### src/rtl/mmser_pkg.sv
package mmser_pkg;
  localparam int NUM_ERR = 6;
  // status bit positions (software-visible)
  localparam int E_RD_CNT = 0;
  localparam int E_RD_BE  = 1;
  localparam int E_WR_BE  = 2;
  localparam int E_WR_CNT = 3;
  localparam int E_WR_OOB = 4;
  localparam int E_RD_OOB = 5;

  typedef enum logic [1:0] {ST_IDLE, ST_WRITE, ST_WAIT, ST_FILL} ctrlState_t;

  typedef struct packed {
    logic               passBeat;
    logic               fillBeat;
    logic [NUM_ERR-1:0] setMask;
  } ctrlStrobe_t;
endpackage

### src/rtl/mmser_check.sv
module mmser_check #(
  parameter int ADDR_W    = 16,
  parameter int BURST_W   = 4,
  parameter int BE_W      = 4,
  parameter int MAX_BURST = 8
) (
  input  logic [ADDR_W-1:0]  addr,
  input  logic [BURST_W-1:0] burst,
  input  logic [BE_W-1:0]    byteEn,
  input  logic [ADDR_W-1:0]  winBase,
  input  logic [ADDR_W-1:0]  winLimit,
  output logic               cntBad,
  output logic               beFull,
  output logic               beNone,
  output logic               inBounds,
  output logic [BURST_W-1:0] effCnt
);
  localparam int SPAN_W = ADDR_W + BURST_W + 2;
  localparam logic [SPAN_W-1:0] BYTES = SPAN_W'(BE_W);

  logic [SPAN_W-1:0] firstByte;
  logic [SPAN_W-1:0] lastByte;

  always_comb begin
    cntBad    = (burst == '0) || (int'(burst) > MAX_BURST);
    effCnt    = (burst == '0) ? BURST_W'(1) : burst;
    beFull    = &byteEn;
    beNone    = (byteEn == '0);
    firstByte = SPAN_W'(addr);
    lastByte  = firstByte + SPAN_W'(effCnt) * BYTES - SPAN_W'(1);
    inBounds  = (firstByte >= SPAN_W'(winBase)) && (firstByte <= SPAN_W'(winLimit))
             && (lastByte  >= SPAN_W'(winBase)) && (lastByte  <= SPAN_W'(winLimit));
  end
endmodule

### src/rtl/mmser_ctrl.sv
module mmser_ctrl
  import mmser_pkg::*;
#(
  parameter int BURST_W = 4
) (
  input  logic               clk,
  input  logic               rstN,
  input  logic               busRead,
  input  logic               busWrite,
  input  logic               cplValid,
  input  logic               cplTimeout,
  input  logic               cntBad,
  input  logic               beFull,
  input  logic               beNone,
  input  logic               inBounds,
  input  logic [BURST_W-1:0] effCnt,
  output ctrlStrobe_t        strobe,
  output logic               reqValid,
  output logic               reqWrite,
  output logic               busWait
);
  ctrlState_t         state, nextState;
  logic [BURST_W-1:0] beatsLeft, nextLeft;
  logic               lastBeat;
  logic               multiBeat;
  logic               wrLaneBad;

  assign lastBeat  = (beatsLeft == BURST_W'(1));
  assign multiBeat = (effCnt > BURST_W'(1));
  assign wrLaneBad = multiBeat ? !beFull : beNone;
  assign busWait   = (state == ST_WAIT) || (state == ST_FILL);

  always_comb begin
    nextState = state;
    nextLeft  = beatsLeft;
    strobe    = '0;
    reqValid  = 1'b0;
    reqWrite  = 1'b0;
    unique case (state)
      ST_IDLE: begin
        if (busRead) begin
          strobe.setMask[E_RD_CNT] = cntBad;
          strobe.setMask[E_RD_BE]  = !beFull;
          strobe.setMask[E_RD_OOB] = !inBounds;
          nextLeft = effCnt;
          if (!cntBad && beFull && inBounds) begin
            reqValid  = 1'b1;
            nextState = ST_WAIT;
          end else begin
            nextState = ST_FILL;
          end
        end else if (busWrite) begin
          strobe.setMask[E_WR_CNT] = cntBad;
          strobe.setMask[E_WR_BE]  = wrLaneBad;
          strobe.setMask[E_WR_OOB] = !inBounds;
          reqValid = !cntBad && !wrLaneBad && inBounds;
          reqWrite = reqValid;
          if (multiBeat) begin
            nextLeft  = effCnt - BURST_W'(1);
            nextState = ST_WRITE;
          end
        end
      end
      ST_WRITE: begin
        if (busWrite) begin
          strobe.setMask[E_WR_BE] = !beFull;
          nextLeft = beatsLeft - BURST_W'(1);
          if (lastBeat) nextState = ST_IDLE;
        end
      end
      ST_WAIT: begin
        if (cplValid) begin
          strobe.passBeat = 1'b1;
          nextLeft = beatsLeft - BURST_W'(1);
          if (lastBeat) nextState = ST_IDLE;
        end else if (cplTimeout) begin
          nextState = ST_FILL;
        end
      end
      ST_FILL: begin
        strobe.fillBeat = 1'b1;
        nextLeft = beatsLeft - BURST_W'(1);
        if (lastBeat) nextState = ST_IDLE;
      end
      default: nextState = ST_IDLE;
    endcase
  end

  always_ff @(posedge clk) begin
    if (!rstN) begin
      state     <= ST_IDLE;
      beatsLeft <= '0;
    end else begin
      state     <= nextState;
      beatsLeft <= nextLeft;
    end
  end
endmodule

### src/rtl/mmser_datapath.sv
module mmser_datapath
  import mmser_pkg::*;
#(
  parameter int DATA_W = 32
) (
  input  logic               clk,
  input  logic               rstN,
  input  ctrlStrobe_t        strobe,
  input  logic               cplError,
  input  logic [DATA_W-1:0]  cplData,
  input  logic               regAddr,
  input  logic               regWrite,
  input  logic [NUM_ERR-1:0] regWdata,
  output logic [NUM_ERR-1:0] statusVec,
  output logic [NUM_ERR-1:0] enableVec,
  output logic               rdValid,
  output logic [DATA_W-1:0]  rdData,
  output logic               rdError
);
  logic [NUM_ERR-1:0] clearMask;

  assign clearMask = (regWrite && !regAddr) ? regWdata : '0;

  always_ff @(posedge clk) begin
    if (!rstN) begin
      statusVec <= '0;
      enableVec <= '0;
    end else begin
      // a new violation wins over a clear in the same cycle
      statusVec <= (statusVec & ~clearMask) | strobe.setMask;
      if (regWrite && regAddr) enableVec <= regWdata;
    end
  end

  always_ff @(posedge clk) begin
    if (!rstN) begin
      rdValid <= 1'b0;
      rdData  <= '0;
      rdError <= 1'b0;
    end else begin
      rdValid <= strobe.passBeat | strobe.fillBeat;
      rdData  <= strobe.passBeat ? cplData : '0;
      rdError <= strobe.fillBeat | (strobe.passBeat & cplError);
    end
  end
endmodule

### src/rtl/mm_slave_err_rpt.sv
module mm_slave_err_rpt
  import mmser_pkg::*;
#(
  parameter int ADDR_W    = 16,
  parameter int DATA_W    = 32,
  parameter int BURST_W   = 4,
  parameter int MAX_BURST = 8
) (
  input  logic                clk,
  input  logic                rstN,
  input  logic [ADDR_W-1:0]   busAddr,
  input  logic [BURST_W-1:0]  busBurst,
  input  logic [DATA_W/8-1:0] busByteEn,
  input  logic                busRead,
  input  logic                busWrite,
  output logic                busWait,
  input  logic [ADDR_W-1:0]   winBase,
  input  logic [ADDR_W-1:0]   winLimit,
  output logic                reqValid,
  output logic                reqWrite,
  input  logic                cplValid,
  input  logic                cplError,
  input  logic                cplTimeout,
  input  logic [DATA_W-1:0]   cplData,
  output logic                rdValid,
  output logic [DATA_W-1:0]   rdData,
  output logic                rdError,
  input  logic                regAddr,
  input  logic                regWrite,
  input  logic [5:0]          regWdata,
  output logic [5:0]          regRdata,
  output logic                irq
);
  localparam int BE_W = DATA_W / 8;

  ctrlStrobe_t        strobe;
  logic               cntBad, beFull, beNone, inBounds;
  logic [BURST_W-1:0] effCnt;
  logic [NUM_ERR-1:0] statusVec, enableVec;

  mmser_check #(
    .ADDR_W(ADDR_W), .BURST_W(BURST_W), .BE_W(BE_W), .MAX_BURST(MAX_BURST)
  ) uCheck (
    .addr(busAddr), .burst(busBurst), .byteEn(busByteEn),
    .winBase(winBase), .winLimit(winLimit),
    .cntBad(cntBad), .beFull(beFull), .beNone(beNone),
    .inBounds(inBounds), .effCnt(effCnt)
  );

  mmser_ctrl #(.BURST_W(BURST_W)) uCtrl (
    .clk(clk), .rstN(rstN), .busRead(busRead), .busWrite(busWrite),
    .cplValid(cplValid), .cplTimeout(cplTimeout),
    .cntBad(cntBad), .beFull(beFull), .beNone(beNone),
    .inBounds(inBounds), .effCnt(effCnt),
    .strobe(strobe), .reqValid(reqValid), .reqWrite(reqWrite),
    .busWait(busWait)
  );

  mmser_datapath #(.DATA_W(DATA_W)) uDp (
    .clk(clk), .rstN(rstN), .strobe(strobe),
    .cplError(cplError), .cplData(cplData),
    .regAddr(regAddr), .regWrite(regWrite), .regWdata(regWdata),
    .statusVec(statusVec), .enableVec(enableVec),
    .rdValid(rdValid), .rdData(rdData), .rdError(rdError)
  );

  assign regRdata = regAddr ? enableVec : statusVec;
  assign irq      = |(statusVec & enableVec);
endmodule

### config.mk
export PLATFORM = sky130hd
export DESIGN_NAME = mm_slave_err_rpt
export DESIGN_NICKNAME = d
export VERILOG_FILES = /design/src/rtl/mmser_pkg.sv /design/src/rtl/mmser_check.sv /design/src/rtl/mmser_ctrl.sv /design/src/rtl/mmser_datapath.sv /design/src/rtl/mm_slave_err_rpt.sv
export SDC_FILE = /design/constraint.sdc
export NUM_CORES = 1
export LEC_CHECK = 0
export BUFFER_PORTS_ARGS = -buffer_cell sky130_fd_sc_hd__buf_2
export CORE_MARGIN = 1.5
export CORE_UTILIZATION = 56
export DETAILED_ROUTE_END_ITERATION = 10
export GPL_TIMING_DRIVEN = 0
export PLACE_DENSITY = 0.88
export SKIP_LAST_GASP = 1
export SLEW_MARGIN = 20
export SYNTH_ARGS = -nofsm -noshare
export SYNTH_HDL_FRONTEND = slang
export SYNTH_SLANG_ARGS = --single-unit
### constraint.sdc
create_clock -name clk -period 12.1 [get_ports clk]
set_clock_uncertainty 0.05 [all_clocks]
set_input_delay 2.42 -clock clk [delete_from_list [all_inputs] [get_ports clk]]
set_output_delay 2.42 -clock clk [all_outputs]
set_load 0.01 [all_outputs]
### Word-level counts from Yosys, hierarchy flattened

Index checks and enable logic that the tools add are counted.

| storage, ports and cells | value |
|---|---|
| output and inout port bits | 44 |
| bits in registers | 52 |
| input bits | 103 |

| cells by class | value |
|---|---|
| multiplexer cells | 36 |
| bitwise logic cells | 7 |
| equality and inequality tests | 9 |
| $add $sub $neg | 4 |
| order comparisons | 6 |
| reduce and logical (&&, ||, !) cells | 24 |

Operators by type and width:

| kind | number |
|---|---|
| $mux W4 | 6 |
| $ge A22 B16 Y1 | 1 |
| $le A22 B16 Y1 | 1 |
| $sub A22 B1 Y22 const B | 1 |
| $mux W2 | 9 |
| $add A16 B6 Y17 | 1 |
| $ge A16 B16 Y1 | 1 |
| $le A16 B16 Y1 | 1 |
| $pmux W4 S4 | 1 |
| $mux W1 | 13 |
| $and A6 B6 Y6 | 2 |
| $mux W6 | 2 |
| $reduce_and A4 Y1 | 3 |
| $logic_and A1 B1 Y1 | 9 |
| $mux W3 | 3 |
| $logic_not A4 Y1 | 2 |
| $pmux W2 S4 | 1 |
| $sub A4 B1 Y4 const B | 2 |
| $ne A3 B3 Y1 const B | 2 |
| $not A6 Y6 | 1 |
| $or A6 B6 Y6 | 1 |
| $reduce_or A6 Y1 | 1 |
| $logic_not A1 Y1 | 5 |
| $eq A2 B2 Y1 const B | 2 |
| 12 further kinds | 15 |

### Logic depth before layout (Yosys ltp)

| logic depth | value |
|---|---|
| depth in word-level cells | 12 |
| mapped depth | 24 |

### Cells and area by module

A second synthesis with hierarchy kept.

| unflattened totals | value |
|---|---|
| cell total of the unflattened synthesis | 551 |
| area, all modules | 4596.9 µm² |

By module, submodules not included:

| module | seq. area each (µm²) | area an instance (µm²) | cells an instance | instances |
|---|---|---|---|---|
| mmser_check | 0.0 | 2382.3 | 320 | 1 |
| mmser_datapath | 920.9 | 1378.8 | 128 | 1 |
| mmser_ctrl | 120.1 | 706.9 | 92 | 1 |
| mm_slave_err_rpt | 0.0 | 128.9 | 11 | 1 |

### Worst setup path before layout

No wires, ideal clock.

| timing path | value |
|---|---|
| path kind | input to output |
| start | in busBurst[1] |
| end | out reqWrite |
| stages on the path | 24 |
| required time | 9.630 ns |
| arrival time | 6.743 ns |
| path buffers | 2 |
| slack | 2.887 ns |
| cells stage by stage | buf_6 nor3_1 nor2_1 inv_1 ha_1 ha_1 a21oi_2 o21a_4 xnor2_2 or4_1 buf_2 and2b_1 mux2i_1 a21oi_1 xor2_1 ha_1 a21oi_1 a21boi_0 a2111oi_0 o211a_1 o22ai_1 nor4_2 and2b_1 and2_1 |

| between the ends | value |
|---|---|
| cells in the longest elaborated chain, start to end | 11 |
| elaborated cells between the ends (all ways) | 19 |
| those cells by class | add/sub (2); order compare (4); mux (5); reduce/logical (8) |

Ends and longest elaborated chain:

| element | line | source |
|---|---|---|
| start, declared | mm_slave_err_rpt.sv:12 | `input logic [BURST_W-1:0] busBurst,` |
| $logic_not A4 Y1 | mmser_check.sv:25, mmser_check.sv:26 |  |
| $mux W4 | mmser_check.sv:26 | `effCnt = (burst == '0) ? BURST_W'(1) : burst;` |
| $add A16 B6 Y17 | mmser_check.sv:30 | `lastByte = firstByte + SPAN_W'(effCnt) * BYTES - SPAN_W'(1);` |
| $sub A22 B1 Y22 | mmser_check.sv:30 |  |
| $ge A22 B16 Y1 | mmser_check.sv:32 | `&& (lastByte >= SPAN_W'(winBase)) && (lastByte <= SPAN_W'(winLimit));` |
| $logic_and A1 B1 Y1 (2 in a row) | mmser_check.sv:32 |  |
| $logic_and A1 B1 Y1 (*) | mmser_ctrl.sv:56 | `reqValid = !cntBad && !wrLaneBad && inBounds;` |
| $mux W1 (*) | mmser_ctrl.sv:52 | `end else if (busWrite) begin` |
| $mux W1 (*) | mmser_ctrl.sv:41 | `if (busRead) begin` |
| $mux W1 (*) | mmser_ctrl.sv:39 | `unique case (state)` |
| end, declared | mm_slave_err_rpt.sv:20 | `output logic reqWrite,` |

Mark *: on every way between the ends. The rest lies on a longest branch, timed or not.

### Final worst setup path

| timing path | value |
|---|---|
| start | in busBurst[3] |
| end | out reqWrite |

The elaborated chain is that of the path after synthesis.

==> flow_summary.toml <==
[setup_path]
crit_arrival_ns = 7.71
ff2ff_setup_slack_ns = 10.10
cp.required_ns = 9.63
rr_worst_depth = 5
rr_startpoint = "uCtrl.state[1]$_SDFFE_PN0P_"
critPathKind = "input pin to primary output"
crit_path_start_kind = "input pin"
cp_max_fo = 7
timing.rr.end = "uDp.rdData[23]$_SDFF_PN0_"
end_kind = "primary output"

[sta]
final.setup.tns_ns = 0
tightest_slew_ns = 0.663
fin_crit_sh = 0.841
final_hold_viol_count = 0
timing_max_transition_violations_final = 0
max_freq_mhz = 98.3
period_minus_slack_ns = 10.18
setup_viol = 0
slew_headroom = 0.558
rsz0062_at_grt = "no"
hold_slack_ns = 0.438

[clocking]
clk-insertion-delay-late_ns = 0.32
clock_sinks = 52
cts_inserted_buffers = 5
cts_tree = "done"
cts_resized = 0
path_clk_slew_ns = 0.09
cts_setup_buffers = 0
cts_buffer_depth = 2
clockRootBuffer = "clkbuf_8"
cts-hold-fix-buffers = 0
cts_max_level = 2

[run]
cap_violations = 0

[synthesis]
synth_cell_type_count = 61
ys_async_sr_fraction = 0
ys_top_cells_by_count = "ha_1, dfxtp_1, inv_1"
synth_top_area_frac = 0.239
yosysTopAreaCell = "dfxtp_1"
synth_warnings = 0
avgSynthCellArea_um2 = 8.21
synth_area_um2 = 4350
yosys-top-cells-area = "dfxtp_1, ha_1, and2_1"
synth-edff-count = 0
ys_seq_area_frac = 0.239
syn_nets = 706
synth_seq_cells = 52
synth_ff_type = "dfxtp_1"
synth_most_common_cell = "ha_1"
syn_inst = 530

[power]
leakage_uw = 0.00262
power.density_nw_per_um2 = 99.1
peakVddDrop_v = 0.0000804

[global_routing]
overflow = 0
grt_pass1_wl_um = 19700
track_usage = 0.285
antenna_found_initial = 0
grt_pass1_vias = 4351
grt_max_degree = 19

[hold_path]
hp-class = "flip-flop to flip-flop"
min_path_cells = 2
min_from = "uDp.enableVec[5]$_SDFFE_PN0P_"
hold_end = "uDp.enableVec[5]$_SDFFE_PN0P_"

[detailed_routing]
via_count = 4440
drc_errors = 0
drtAntennaViolNets = 0
drt-wirelength-per-cell_um = 15.0
finalWirelength_um = 11700
first_pass_iters = 5
drtIter0Drc = 310
routed_via_density = 5.69

[final_layout]
n_antenna_cell = 0
drive_gt1_frac = 0.258
layout.nets = 856
finish.utilization = 0.719
final.fill_count = 593
area_growth_pct = 21.7

[die]
die_h_um = 91.2
die_w_um = 91.2
io_pins = 147
core_um2 = 7370
dieArea_um2 = 8310
initial_core_util = 0.590
rows = 31

[status]
status = "complete, no violations"

[place]
hpwl_um = 9750
numPortBuffers = 143
place.gp.congestion = 0.950
==> worst max-delay path by stage <==
| stage | from | endpoint | slack (ns) | depth (start not counted) |
|---|---|---|---|---|
| after floorplan | busBurst[1] | reqWrite | 2.89 | 24 |
| after global placement | busBurst[3] | reqWrite | 2.10 | 22 |
| after detailed placement | busBurst[3] | reqWrite | 2.03 | 25 |
| after CTS | busBurst[3] | reqWrite | 1.99 | 25 |
| after global routing | busBurst[3] | reqValid | 1.36 | 24 |
| final | busBurst[3] | reqWrite | 1.92 | 25 |
==> cell families after synthesis <==
kind of cell    Yosys count  share of synthesized area
mux                       9                     0.0224
simple gates            199                      0.245
compound gates          114                      0.179
flops                    52                      0.239
buf+inv                  59                     0.0535
xor+xnor                 23                     0.0480
fa+ha+maj                74                      0.212
==> per-layer routing <==
metal	up-vias	share of wire	global-route usage
met4	0	0.024	0.0794
met3	32	0.076	0.0444
met1	2008	0.44	0.377
met5	-	0	0
li1	2195	-	-
met2	205	0.46	0.478
==> flip-flops by register name, indices dropped and copies added (netlist names) <==
register         flops
uCtrl.beatsLeft      4
uCtrl.state          2
uDp.enableVec        6
uDp.rdData          32
uDp.rdError          1
uDp.rdValid          1
uDp.statusVec        6
==> critical path, stage by stage <==
cell	delay [ns]
buf_2	0.16
nor3_1	0.06
nor2_1	0.20
inv_1	0.13
ha_1	0.28
ha_1	0.26
a21oi_2	0.25
o21a_4	0.19
xnor2_2	0.08
or4_1	0.49
buf_2	0.18
and2b_1	0.22
mux2i_1	0.07
a21oi_1	0.20
xor2_1	0.26
ha_1	0.31
a21oi_1	0.16
a21boi_0	0.13
a2111oi_0	0.37
o211a_1	0.21
o22ai_1	0.11
nor4_2	0.50
and2b_1	0.22
and2_1	0.12
buf_2	0.12
==> through the flow <==
stage	total power [uW]	worst slack (ns)	area, um^2	instances
CTS	520	1.99	5290	780
floorplan	348	2.89	4350	530
global placement	405	2.10	5190	772
detailed placement	416	2.03	5190	772
global route	562	1.36	5300	780
finish	525	1.92	5300	780
==> area by class of cell <==
| cell class | instances | area [um^2] | area share |
|---|---|---|---|
| flip-flops and latches | 52 | 1040 | 0.197 |
| plain buffers | 16 | 71.3 | 0.0135 |
| well taps | 99 | 124 | 0.0234 |
| repair buffers | 143 | 716 | 0.135 |
| multi-input cells | 419 | 3090 | 0.583 |
| clock inverters | 3 | 27.5 | 0.00520 |
| inverters | 43 | 161 | 0.0305 |
| clock buffers | 5 | 68.8 | 0.0130 |
==> layout by cell type, fill, tap and decap left out, types with 4 or more instances in the layout <==
master    synthesis  layout
nand3_1          21      21
a21boi_0          9       9
and3_1            8       8
nor4_1            4       4
clkbuf_1         12      12
nor2_1           24      24
xor2_1           11      11
nor2b_1          14      14
nand4_1          10      10
nand2b_1          6       6
o22ai_1           4       4
a21oi_1          29      29
buf_2             3     146
inv_1            43      43
a31oi_1           6       6
nand2_1          41      41
a22oi_1           5       5
or2_2             4       4
clkbuf_8          0       5
o211ai_1          5       5
xnor2_1          11      11
mux2_2            6       6
nor3_1           15      15
a211oi_1          7       7
and2_1           37      37
ha_1             73      73
dfxtp_1          52      52
o21a_1            4       4
o21ai_0          17      17
==> where the power goes <==
group / internal [uW] / switching (uW)
clock: 42.6 / 63.2
combinational: 94.9 / 124
sequential: 189 / 10.9
No activity file was read; power rests on OpenSTA's default activity.
